[src/rtl/txu_pkg.sv]
package txu_pkg;

  typedef enum logic [2:0] {
    ADDR_CTRL  = 3'd0,
    ADDR_POL   = 3'd1,
    ADDR_MASK  = 3'd2,
    ADDR_ON_A  = 3'd3,
    ADDR_PER_A = 3'd4,
    ADDR_ON_B  = 3'd5,
    ADDR_PER_B = 3'd6
  } reg_addr_e;

  typedef struct packed {
    logic sync_inv;
    logic gen_sel;
    logic keep_req;
    logic flush_en;
  } ctrl_t;

  // Generator is active while the count is below the active length.
  function automatic logic gen_on_time(input logic [31:0] cnt, input logic [31:0] on_len);
    return cnt < on_len;
  endfunction

  // Period ends on the last count. A length of zero behaves as one.
  function automatic logic gen_period_done(input logic [31:0] cnt, input logic [31:0] per_len);
    return (per_len == 32'd0) || ((cnt + 32'd1) >= per_len);
  endfunction

endpackage

[src/rtl/txu_sync2.sv]
module txu_sync2 #(
  parameter int W = 4
) (
  input  logic         clk,
  input  logic         rst_n,
  input  logic [W-1:0] d,
  output logic [W-1:0] q
);
  logic [W-1:0] meta;

  always_ff @(posedge clk or negedge rst_n) begin
    if (!rst_n) begin
      meta <= '0;
      q    <= '0;
    end else begin
      meta <= d;
      q    <= meta;
    end
  end
endmodule

[src/rtl/txu_regs.sv]
module txu_regs
  import txu_pkg::*;
#(
  parameter int NCH   = 4,
  parameter int CNT_W = 16,
  parameter int DW    = 16,
  parameter int AW    = 3
) (
  input  logic             clk,
  input  logic             rst_n,
  input  logic             we,
  input  logic [AW-1:0]    addr,
  input  logic [DW-1:0]    wdata,
  output ctrl_t            ctrl,
  output logic [NCH-1:0]   txen_inv,
  output logic [NCH-1:0]   upd_inv,
  output logic [NCH-1:0]   upd_mask,
  output logic [CNT_W-1:0] on_a,
  output logic [CNT_W-1:0] per_a,
  output logic [CNT_W-1:0] on_b,
  output logic [CNT_W-1:0] per_b,
  output logic             sync_pulse
);
  localparam int CTRL_W = $bits(ctrl_t);

  always_ff @(posedge clk or negedge rst_n) begin
    if (!rst_n) begin
      ctrl       <= '0;
      txen_inv   <= '0;
      upd_inv    <= '0;
      upd_mask   <= '0;
      on_a       <= '0;
      per_a      <= '0;
      on_b       <= '0;
      per_b      <= '0;
      sync_pulse <= 1'b0;
    end else begin
      sync_pulse <= we;
      if (we) begin
        case (addr)
          ADDR_CTRL:  ctrl     <= ctrl_t'(wdata[CTRL_W-1:0]);
          ADDR_POL: begin
            txen_inv <= wdata[NCH-1:0];
            upd_inv  <= wdata[2*NCH-1:NCH];
          end
          ADDR_MASK:  upd_mask <= wdata[NCH-1:0];
          ADDR_ON_A:  on_a     <= wdata[CNT_W-1:0];
          ADDR_PER_A: per_a    <= wdata[CNT_W-1:0];
          ADDR_ON_B:  on_b     <= wdata[CNT_W-1:0];
          ADDR_PER_B: per_b    <= wdata[CNT_W-1:0];
          default: ;
        endcase
      end
    end
  end

  assert_sync_from_write_R9: assert property (@(posedge clk) disable iff (!rst_n)
    sync_pulse |-> $past(we));

endmodule

[src/rtl/txu_pattern_gen.sv]
module txu_pattern_gen
  import txu_pkg::*;
#(
  parameter int CNT_W = 16
) (
  input  logic             clk,
  input  logic             rst_n,
  input  logic             run,
  input  logic [CNT_W-1:0] on_a,
  input  logic [CNT_W-1:0] per_a,
  input  logic [CNT_W-1:0] on_b,
  input  logic [CNT_W-1:0] per_b,
  output logic             level,
  output logic             phase_b,
  output logic             wrap
);
  logic [CNT_W-1:0] cnt;
  logic [CNT_W-1:0] cur_on;
  logic [CNT_W-1:0] cur_per;

  assign cur_on  = phase_b ? on_b  : on_a;
  assign cur_per = phase_b ? per_b : per_a;
  assign level   = run && gen_on_time(32'(cnt), 32'(cur_on));
  assign wrap    = run && gen_period_done(32'(cnt), 32'(cur_per));

  always_ff @(posedge clk or negedge rst_n) begin
    if (!rst_n) begin
      cnt     <= '0;
      phase_b <= 1'b0;
    end else if (!run) begin
      cnt     <= '0;
      phase_b <= 1'b0;
    end else if (wrap) begin
      cnt     <= '0;
      phase_b <= ~phase_b;
    end else begin
      cnt     <= cnt + 1'b1;
    end
  end

  assert_phase_at_wrap_R8: assert property (@(posedge clk) disable iff (!rst_n)
    (run && $past(run) && (phase_b != $past(phase_b))) |-> (cnt == '0));

endmodule

[src/rtl/txu_chan.sv]
module txu_chan (
  input  logic clk,
  input  logic rst_n,
  input  logic txen_s,
  input  logic upd_s,
  input  logic txen_inv,
  input  logic upd_inv,
  input  logic upd_mask,
  input  logic gen_sel,
  input  logic gen_level,
  input  logic flush_en,
  input  logic keep_req,
  input  logic ser_req_i,
  output logic ser_req_o,
  output logic tx_active_o,
  output logic ram_clr_o,
  output logic flush_o,
  output logic cfg_upd_o
);
  logic en_sel;
  logic en_rise;
  logic upd_act;
  logic upd_q;
  logic upd_rise;

  assign en_sel   = gen_sel ? gen_level : (txen_s ^ txen_inv);
  assign en_rise  = en_sel & ~tx_active_o;
  assign upd_act  = upd_s ^ upd_inv;
  assign upd_rise = upd_act & ~upd_q;

  always_ff @(posedge clk or negedge rst_n) begin
    if (!rst_n) begin
      tx_active_o <= 1'b0;
      upd_q       <= 1'b0;
      ram_clr_o   <= 1'b0;
      flush_o     <= 1'b0;
      cfg_upd_o   <= 1'b0;
    end else begin
      tx_active_o <= en_sel;
      upd_q       <= upd_act;
      ram_clr_o   <= en_rise;
      flush_o     <= en_rise & flush_en;
      cfg_upd_o   <= en_rise | (upd_rise & upd_mask);
    end
  end

  assign ser_req_o = ser_req_i & (tx_active_o | keep_req);

  assert_clear_single_R3: assert property (@(posedge clk) disable iff (!rst_n)
    ram_clr_o |=> !ram_clr_o);

  assert_clear_with_active_R3: assert property (@(posedge clk) disable iff (!rst_n)
    ram_clr_o |-> (tx_active_o && cfg_upd_o));

  assert_flush_with_clear_R4: assert property (@(posedge clk) disable iff (!rst_n)
    flush_o |-> (ram_clr_o && $past(flush_en)));

  assert_masked_update_R6: assert property (@(posedge clk) disable iff (!rst_n)
    (cfg_upd_o && !ram_clr_o) |-> $past(upd_mask));

endmodule

[src/rtl/txu_ctrl_top.sv]
module txu_ctrl_top
  import txu_pkg::*;
#(
  parameter int NCH   = 4,
  parameter int CNT_W = 16,
  parameter int DW    = 16,
  parameter int AW    = 3
) (
  input  logic           clk,
  input  logic           rst_n,
  input  logic           cfg_we,
  input  logic [AW-1:0]  cfg_addr,
  input  logic [DW-1:0]  cfg_wdata,
  input  logic [NCH-1:0] txen_pin,
  input  logic [NCH-1:0] upd_pin,
  input  logic [NCH-1:0] ser_req_i,
  output logic [NCH-1:0] ser_req_o,
  output logic [NCH-1:0] tx_active_o,
  output logic [NCH-1:0] ram_clr_o,
  output logic [NCH-1:0] flush_o,
  output logic [NCH-1:0] cfg_upd_o,
  output logic           sync_o
);
  ctrl_t            ctrl;
  logic [NCH-1:0]   txen_inv, upd_inv, upd_mask;
  logic [CNT_W-1:0] on_a, per_a, on_b, per_b;
  logic             sync_pulse;
  logic             gen_level, gen_phase_b, gen_wrap;
  logic [NCH-1:0]   txen_s, upd_s;

  txu_regs #(.NCH(NCH), .CNT_W(CNT_W), .DW(DW), .AW(AW)) u_regs (
    .clk(clk), .rst_n(rst_n), .we(cfg_we), .addr(cfg_addr), .wdata(cfg_wdata),
    .ctrl(ctrl), .txen_inv(txen_inv), .upd_inv(upd_inv), .upd_mask(upd_mask),
    .on_a(on_a), .per_a(per_a), .on_b(on_b), .per_b(per_b),
    .sync_pulse(sync_pulse)
  );

  txu_pattern_gen #(.CNT_W(CNT_W)) u_gen (
    .clk(clk), .rst_n(rst_n), .run(ctrl.gen_sel),
    .on_a(on_a), .per_a(per_a), .on_b(on_b), .per_b(per_b),
    .level(gen_level), .phase_b(gen_phase_b), .wrap(gen_wrap)
  );

  txu_sync2 #(.W(NCH)) u_sync_txen (.clk(clk), .rst_n(rst_n), .d(txen_pin), .q(txen_s));
  txu_sync2 #(.W(NCH)) u_sync_upd  (.clk(clk), .rst_n(rst_n), .d(upd_pin),  .q(upd_s));

  for (genvar c = 0; c < NCH; c++) begin : g_ch
    txu_chan u_chan (
      .clk(clk), .rst_n(rst_n),
      .txen_s(txen_s[c]), .upd_s(upd_s[c]),
      .txen_inv(txen_inv[c]), .upd_inv(upd_inv[c]), .upd_mask(upd_mask[c]),
      .gen_sel(ctrl.gen_sel), .gen_level(gen_level),
      .flush_en(ctrl.flush_en), .keep_req(ctrl.keep_req),
      .ser_req_i(ser_req_i[c]), .ser_req_o(ser_req_o[c]),
      .tx_active_o(tx_active_o[c]), .ram_clr_o(ram_clr_o[c]),
      .flush_o(flush_o[c]), .cfg_upd_o(cfg_upd_o[c])
    );
  end

  assign sync_o = sync_pulse ^ ctrl.sync_inv;

  assert_gen_drives_all_R7: assert property (@(posedge clk) disable iff (!rst_n)
    ($past(ctrl.gen_sel) && ctrl.gen_sel) |-> ((tx_active_o == '0) || (tx_active_o == '1)));

  assert_wrap_only_running_R8: assert property (@(posedge clk) disable iff (!rst_n)
    gen_wrap |-> ctrl.gen_sel);

endmodule

[config.mk]
export PLATFORM = sky130hd
export DESIGN_NAME = txu_ctrl_top
export DESIGN_NICKNAME = d
export VERILOG_FILES = /design/src/rtl/txu_pkg.sv /design/src/rtl/txu_sync2.sv /design/src/rtl/txu_regs.sv /design/src/rtl/txu_pattern_gen.sv /design/src/rtl/txu_chan.sv /design/src/rtl/txu_ctrl_top.sv
export SDC_FILE = /design/constraint.sdc
export NUM_CORES = 1
export LEC_CHECK = 0
export BUFFER_PORTS_ARGS = -buffer_cell sky130_fd_sc_hd__buf_2
export CORE_MARGIN = 10
export CORE_UTILIZATION = 59
export DETAILED_ROUTE_END_ITERATION = 8
export HOLD_SLACK_MARGIN = 0.15
export PLACE_DENSITY = 0.79
export SETUP_SLACK_MARGIN = 0.02
export SYNTH_ARGS = -nofsm -noshare
export SYNTH_HDL_FRONTEND = slang
export SYNTH_SLANG_ARGS = --single-unit
[constraint.sdc]
create_clock -name clk -period 4 [get_ports clk]
set_input_delay 0.6 -clock clk [delete_from_list [all_inputs] [get_ports clk]]
set_output_delay 0.6 -clock clk [all_outputs]
set_load 0.1 [all_outputs]
Word-level counts from Yosys, hierarchy flattened
Index checks and enable logic that the tools add are counted.
{"block": "word_totals", "register_bits": 134, "word_cells": 117, "input_bits": 34}
{"block": "classes", "magnitude_cmp": 2, "add_sub_neg": 2, "mux": 10, "n_reduce_logical": 12, "bitwise": 46, "eq_ne": 7}
{"op": "16-bit two-way mux", "count": 4}
{"op": "32-bit by 16-bit greater-or-equal comparator with 1-bit output", "count": 1}
{"op": "1-bit AND", "count": 20}
{"op": "16-bit by 1-bit adder with 17-bit output, second input constant", "count": 1}
{"op": "16-bit by 1-bit adder with 16-bit output, second input constant", "count": 1}
{"op": "16-bit zero test", "count": 1}
{"op": "16-bit < comparator", "count": 1}
{"op": "2-bit AND reduction", "count": 7}
{"op": "3-bit == test, second input constant", "count": 3}
{"op": "1-bit NOT", "count": 9}
{"op": "1-bit bitwise XOR", "count": 9}
{"op": "1-bit OR", "count": 8}
{"op": "3-bit by 2-bit == test with 1-bit output, second input constant", "count": 2}
{"op": "1-bit two-way mux", "count": 6}
{"op": "3-bit by 1-bit == test with 1-bit output, second input constant", "count": 1}
{"op": "3-bit zero test", "count": 1}
{"op": "1-bit logical AND", "count": 2}
{"op": "2-bit inequality test, second input constant", "count": 1}
{"op": "1-bit logical OR", "count": 1}

Depth between registers and ports, before layout
{"block": "logic_depth", "word_depth": 6, "ltp_mapped": 12, "depth_no_buf": 11}

Modules after synthesis
Synthesis repeated with hierarchy kept, for this count alone.
{"block": "hier_totals", "hier_cells": 456, "area_unflattened_um2": 6443.7}
{"module": "txu_regs", "area_per_inst_um2": 3243.1, "n_inst": 1, "cells_per_inst": 177}
{"module": "txu_pattern_gen", "area_per_inst_um2": 2005.7, "n_inst": 1, "cells_per_inst": 202}
{"module": "txu_chan", "area_per_inst_um2": 196.4, "n_inst": 4, "cells_per_inst": 15}
{"module": "txu_sync2", "area_per_inst_um2": 200.2, "n_inst": 2, "cells_per_inst": 8}
{"module": "txu_ctrl_top", "area_per_inst_um2": 8.8, "n_inst": 1, "cells_per_inst": 1}

Worst setup path before layout
No wires, ideal clock.
{"block": "synth_path", "path_kind": "register to register", "from": "register u_gen.cnt[6]", "to": "register u_gen.phase_b", "n_path_buf": 0, "setup_ns": 0.125, "path_stages_with_launch": 10, "required_time_ns": 3.875, "t_arrival_ns": 2.643, "setup_slack_ns": 1.232, "period_less_slack_ns": 2.768, "cell_sequence": "dfrtp_1 and4_4 and3_4 nand3_1 or2_2 xnor2_1 ha_1 a2111oi_0 nand4_2 mux2_2"}
{"block": "synth_between", "elab_chain_cells": 5}
{"item": "start, declared", "line_no": "txu_pattern_gen.sv:17", "source": "logic [CNT_W-1:0] cnt;"}
{"item": "start signal, assigned", "line_no": "txu_pattern_gen.sv:37", "source": "cnt <= cnt + 1'b1;"}
{"item": "16-bit by 1-bit adder with 17-bit output", "line_no": "txu_pkg.sv:27", "source": "return (per_len == 32'd0) || ((cnt + 32'd1) >= per_len);"}
{"item": "32-bit by 16-bit greater-or-equal comparator with 1-bit output", "line_no": "txu_pkg.sv:27"}
{"item": "1-bit logical OR", "line_no": "txu_pkg.sv:27"}
{"item": "1-bit logical AND", "line_no": "txu_pattern_gen.sv:24", "source": "assign wrap = run && gen_period_done(32'(cnt), 32'(cur_per));"}
{"item": "2-bit inequality test (no line)"}
{"item": "end signal, assigned", "line_no": "txu_pattern_gen.sv:35", "source": "phase_b <= ~phase_b;"}
{"item": "end, declared", "line_no": "txu_pattern_gen.sv:14", "source": "output logic phase_b,"}
Every way passes these cells.
A chain may end at the register's enable or synchronous reset.

Final worst setup path
{"block": "layout_path", "from": "register u_gen.cnt[0]", "to": "register u_gen.phase_b"}
The elaborated chain is that of the path after synthesis.

==> run summary <==
FF-to-FF End -> u_gen.phase_b
RSZ-0062 raised after global routing -> false
CP Capture Type -> flip-flop
Hold Vio Cnt, Final -> 0
Leading area contributor after synthesis -> dfrtp_1
Clock root cell -> clkbuf_8
Setup WS pre-CTS -> 0.725 ns
P_leak -> 0.00331 uW
Overall power -> 4730 uW
Depth of the CTS H-tree -> 4
Mapped Cells -> 477
Min cycle time layout -> 3.38 ns
Crit path capture -> u_gen.phase_b
Fin Clk Skew -> 0.0130 ns
Residual antenna-violating net count after detailed routing -> 0
Total GRT Usage -> 18.3%
Status -> complete, no violations
Worst vdd ir -> 0.538 mV
Mapped cell area -> 6250 um2
Slew @ Worst Pin -> 1.14 ns
Fill cell count -> 689
Slowest-stage cell, CP -> nand4_2
DRT iter0 DRCs -> 255
Share of the synthesized area in the top cell type -> 53.6%
Post-detail-place hpwl -> 9390 um
Post-DR wirelength/cell -> 19.6 um
Area Growth Syn to Fin -> 14.6%
R2R cell count -> 11
RR Startpoint -> u_gen.cnt[0]
Setup ws final -> 0.619 ns
Clk buf depth -> 2
Die ar. -> 15100 um2
Setup TNS -> 0 ns
CP delay by family, top -> simple AND/OR/NAND/NOR gates
CTS clk-pin slew, worst paths -> 0.06 ns
Largest net degree at the start of global routing -> 82
Dominant cells by area after synthesis -> dfrtp_1 (54%), mux2_2 (15%), ha_1 (6.4%)
Number of global-route vias before repair -> 4094
Router iterations before antenna repair -> 5
Die height -> 123 um
CTS sink cnt -> 134
Layout cells sized above 1 -> 34.5%
Fin cells -> 672
Post-synthesis sequential area ratio -> 53.6%
Most common cell after layout, fill and taps aside -> dfrtp_1
Seq cells post-synth -> 134
Site Rows -> 37
Drt total wl -> 13200 um
CTS tree -> built
Multi-input gate area -> 2680 um2
Via count of the routed design -> 3815
Global-route wire length before repair -> 21200 um
I/O pin count -> 55
Final Instance Area -> 7160 um2
Chip width -> 123 um
Routability congestion estimate from global placement -> 0.819
Fin. max-slew vios -> 0
WP buf/inv -> 1
Max-slew headroom -> 23.5%
Critical-path cell list -> ha_1 -> inv_1 -> nor2_1 -> and4_4 -> xor2_1 -> ha_1 -> nand2_1 -> nor2_1 -> a2111oi_0 -> nand4_2 -> mux2_2
CTS resizes -> 0
Core ar. -> 10300 um2
Levels on crit path -> 11
DRC -> 0
Post-CTS setup buffer count -> 0
Final #Nets -> 589
Maxcap violations -> 0
CP Class -> flip-flop to flip-flop
Pwr/cell area -> 661 nW/um2
Initial Util -> 60.6%
Placed inst area -> 6530 um2
Worst-Skew Late Latency -> 0.52 ns
Diode count -> 0
Final Cycle Share -> 84.5%
Crit-path max FO -> 17
Max incr delay on CP -> 0.47 ns
GRT overflow -> 0
Average size of a mapped cell -> 13.1 um2
Reg area -> 3350 um2
Worst EP required -> 4.41 ns
Port bufs -> 54
TritonCTS Buffers -> 17
Commonest cells after routing, fill and taps aside -> dfrtp_1 (133), mux2_2 (81), buf_2 (53)
Initial antenna violation count -> 0
Placed cell count -> 639
Distinct cell type count after synthesis -> 42
Fmax -> 296 MHz
Synthesized net count -> 543
Worst EP arrival -> 3.79 ns
HP Class -> input pin to flip-flop
Drt via density -> 5.68
R2r setup slk -> 0.62 ns
Crit path launch -> u_gen.cnt[0]
Final setup fails -> 0
Ys Warns -> 0
Critical path launch point type -> flip-flop
Number of hold buffers added after cts -> 1
## worst min path at each step
stage                        startpoint                  endpoint  slack (ns)  depth (start not counted)
finish                       upd_pin[3]        u_sync_upd.meta[3]        0.18                          1
global route                 upd_pin[2]        u_sync_upd.meta[2]        0.16                          1
floorplan                         rst_n  g_ch[0].u_chan.cfg_upd_o        0.30                          0
global placement     u_sync_upd.meta[1]           u_sync_upd.q[1]        0.33                          0
detailed placement  u_sync_txen.meta[3]          u_sync_txen.q[3]        0.34                          0
CTS                          upd_pin[3]        u_sync_upd.meta[3]        0.16                          1
## registers in the layout, summed over array words and instances, names as in the netlist, 16 cells and up
| signal | count |
|---|---|
| u_regs.on_a | 16 |
| u_regs.per_a | 16 |
| u_gen.cnt | 16 |
| u_regs.per_b | 16 |
| u_regs.on_b | 16 |
## area by class of cell
type                    count  share of cell area [%]
clock buffers              20                    6.08
repair buffers             59                    4.54
inverters                   3                   0.157
clock inverters            12                    2.67
flip-flops and latches    134                    46.8
well taps                 136                    2.38
multi-input cells         308                    37.4
## cell families (layout without fill, tap and decap cells)
logic type | after synthesis | after routing | synth area share (%)
mux | 112 | 112 | 19.6
simple gates | 107 | 107 | 10.1
xor+xnor | 23 | 23 | 3.22
flops | 134 | 134 | 53.6
buf+inv | 35 | 94 | 3.56
fa+ha+maj | 32 | 32 | 6.40
compound gates | 34 | 34 | 3.52
## cell usage after synthesis
cell type and count:
or2_2 5, clkbuf_1 8, inv_1 3, nand4b_1 3, a2111oi_0 2, nor4_1 4, o21a_1 4, o211a_1 1
and4_4 2, nand3_1 7, nand3b_1 4, and2b_1 4, buf_4 22, or4b_1 1, buf_6 1, o31ai_2 1
a31oi_2 1, xnor2_1 9, nor3b_2 4, nor4b_1 1, o31ai_1 1, a21o_1 2, or4_1 1, o22ai_1 1
buf_2 1, nand2b_1 3, nand2_1 13, nor3b_1 2, mux2i_1 31, nor3_1 6, ha_1 32, and3_4 1
nand4_1 8, a21oi_1 11, xor2_1 14, mux2_2 81, dfrtp_1 134, nor2_1 25, a32oi_1 1, nor2b_1 12
o21ai_0 9, nand4_2 1
## metrics by stage
step | utilization [%] | hold slack [ns]
finish | 69.4 | 0.180
global route | 69.4 | 0.156
CTS | 69.4 | 0.161
detailed placement | 63.2 | 0.337
global placement | 63.2 | 0.332
floorplan | - | 0.304
## where the power goes
group	total, uW	switching [uW]	internal [uW]
Combinational	1310	842	463
Sequential	1790	181	1610
Clock	1640	594	1040
## routing by layer
metal / vias to the layer above / track usage [%] / wire length, um
met5: - / 0 / 0
met4: 0 / 6.63 / 162
met3: 11 / 4.79 / 545
met2: 70 / 29.7 / 6690
met1: 1949 / 23.3 / 5790
li1: 1785 / - / -
No activity file was read; power rests on OpenSTA's default activity.
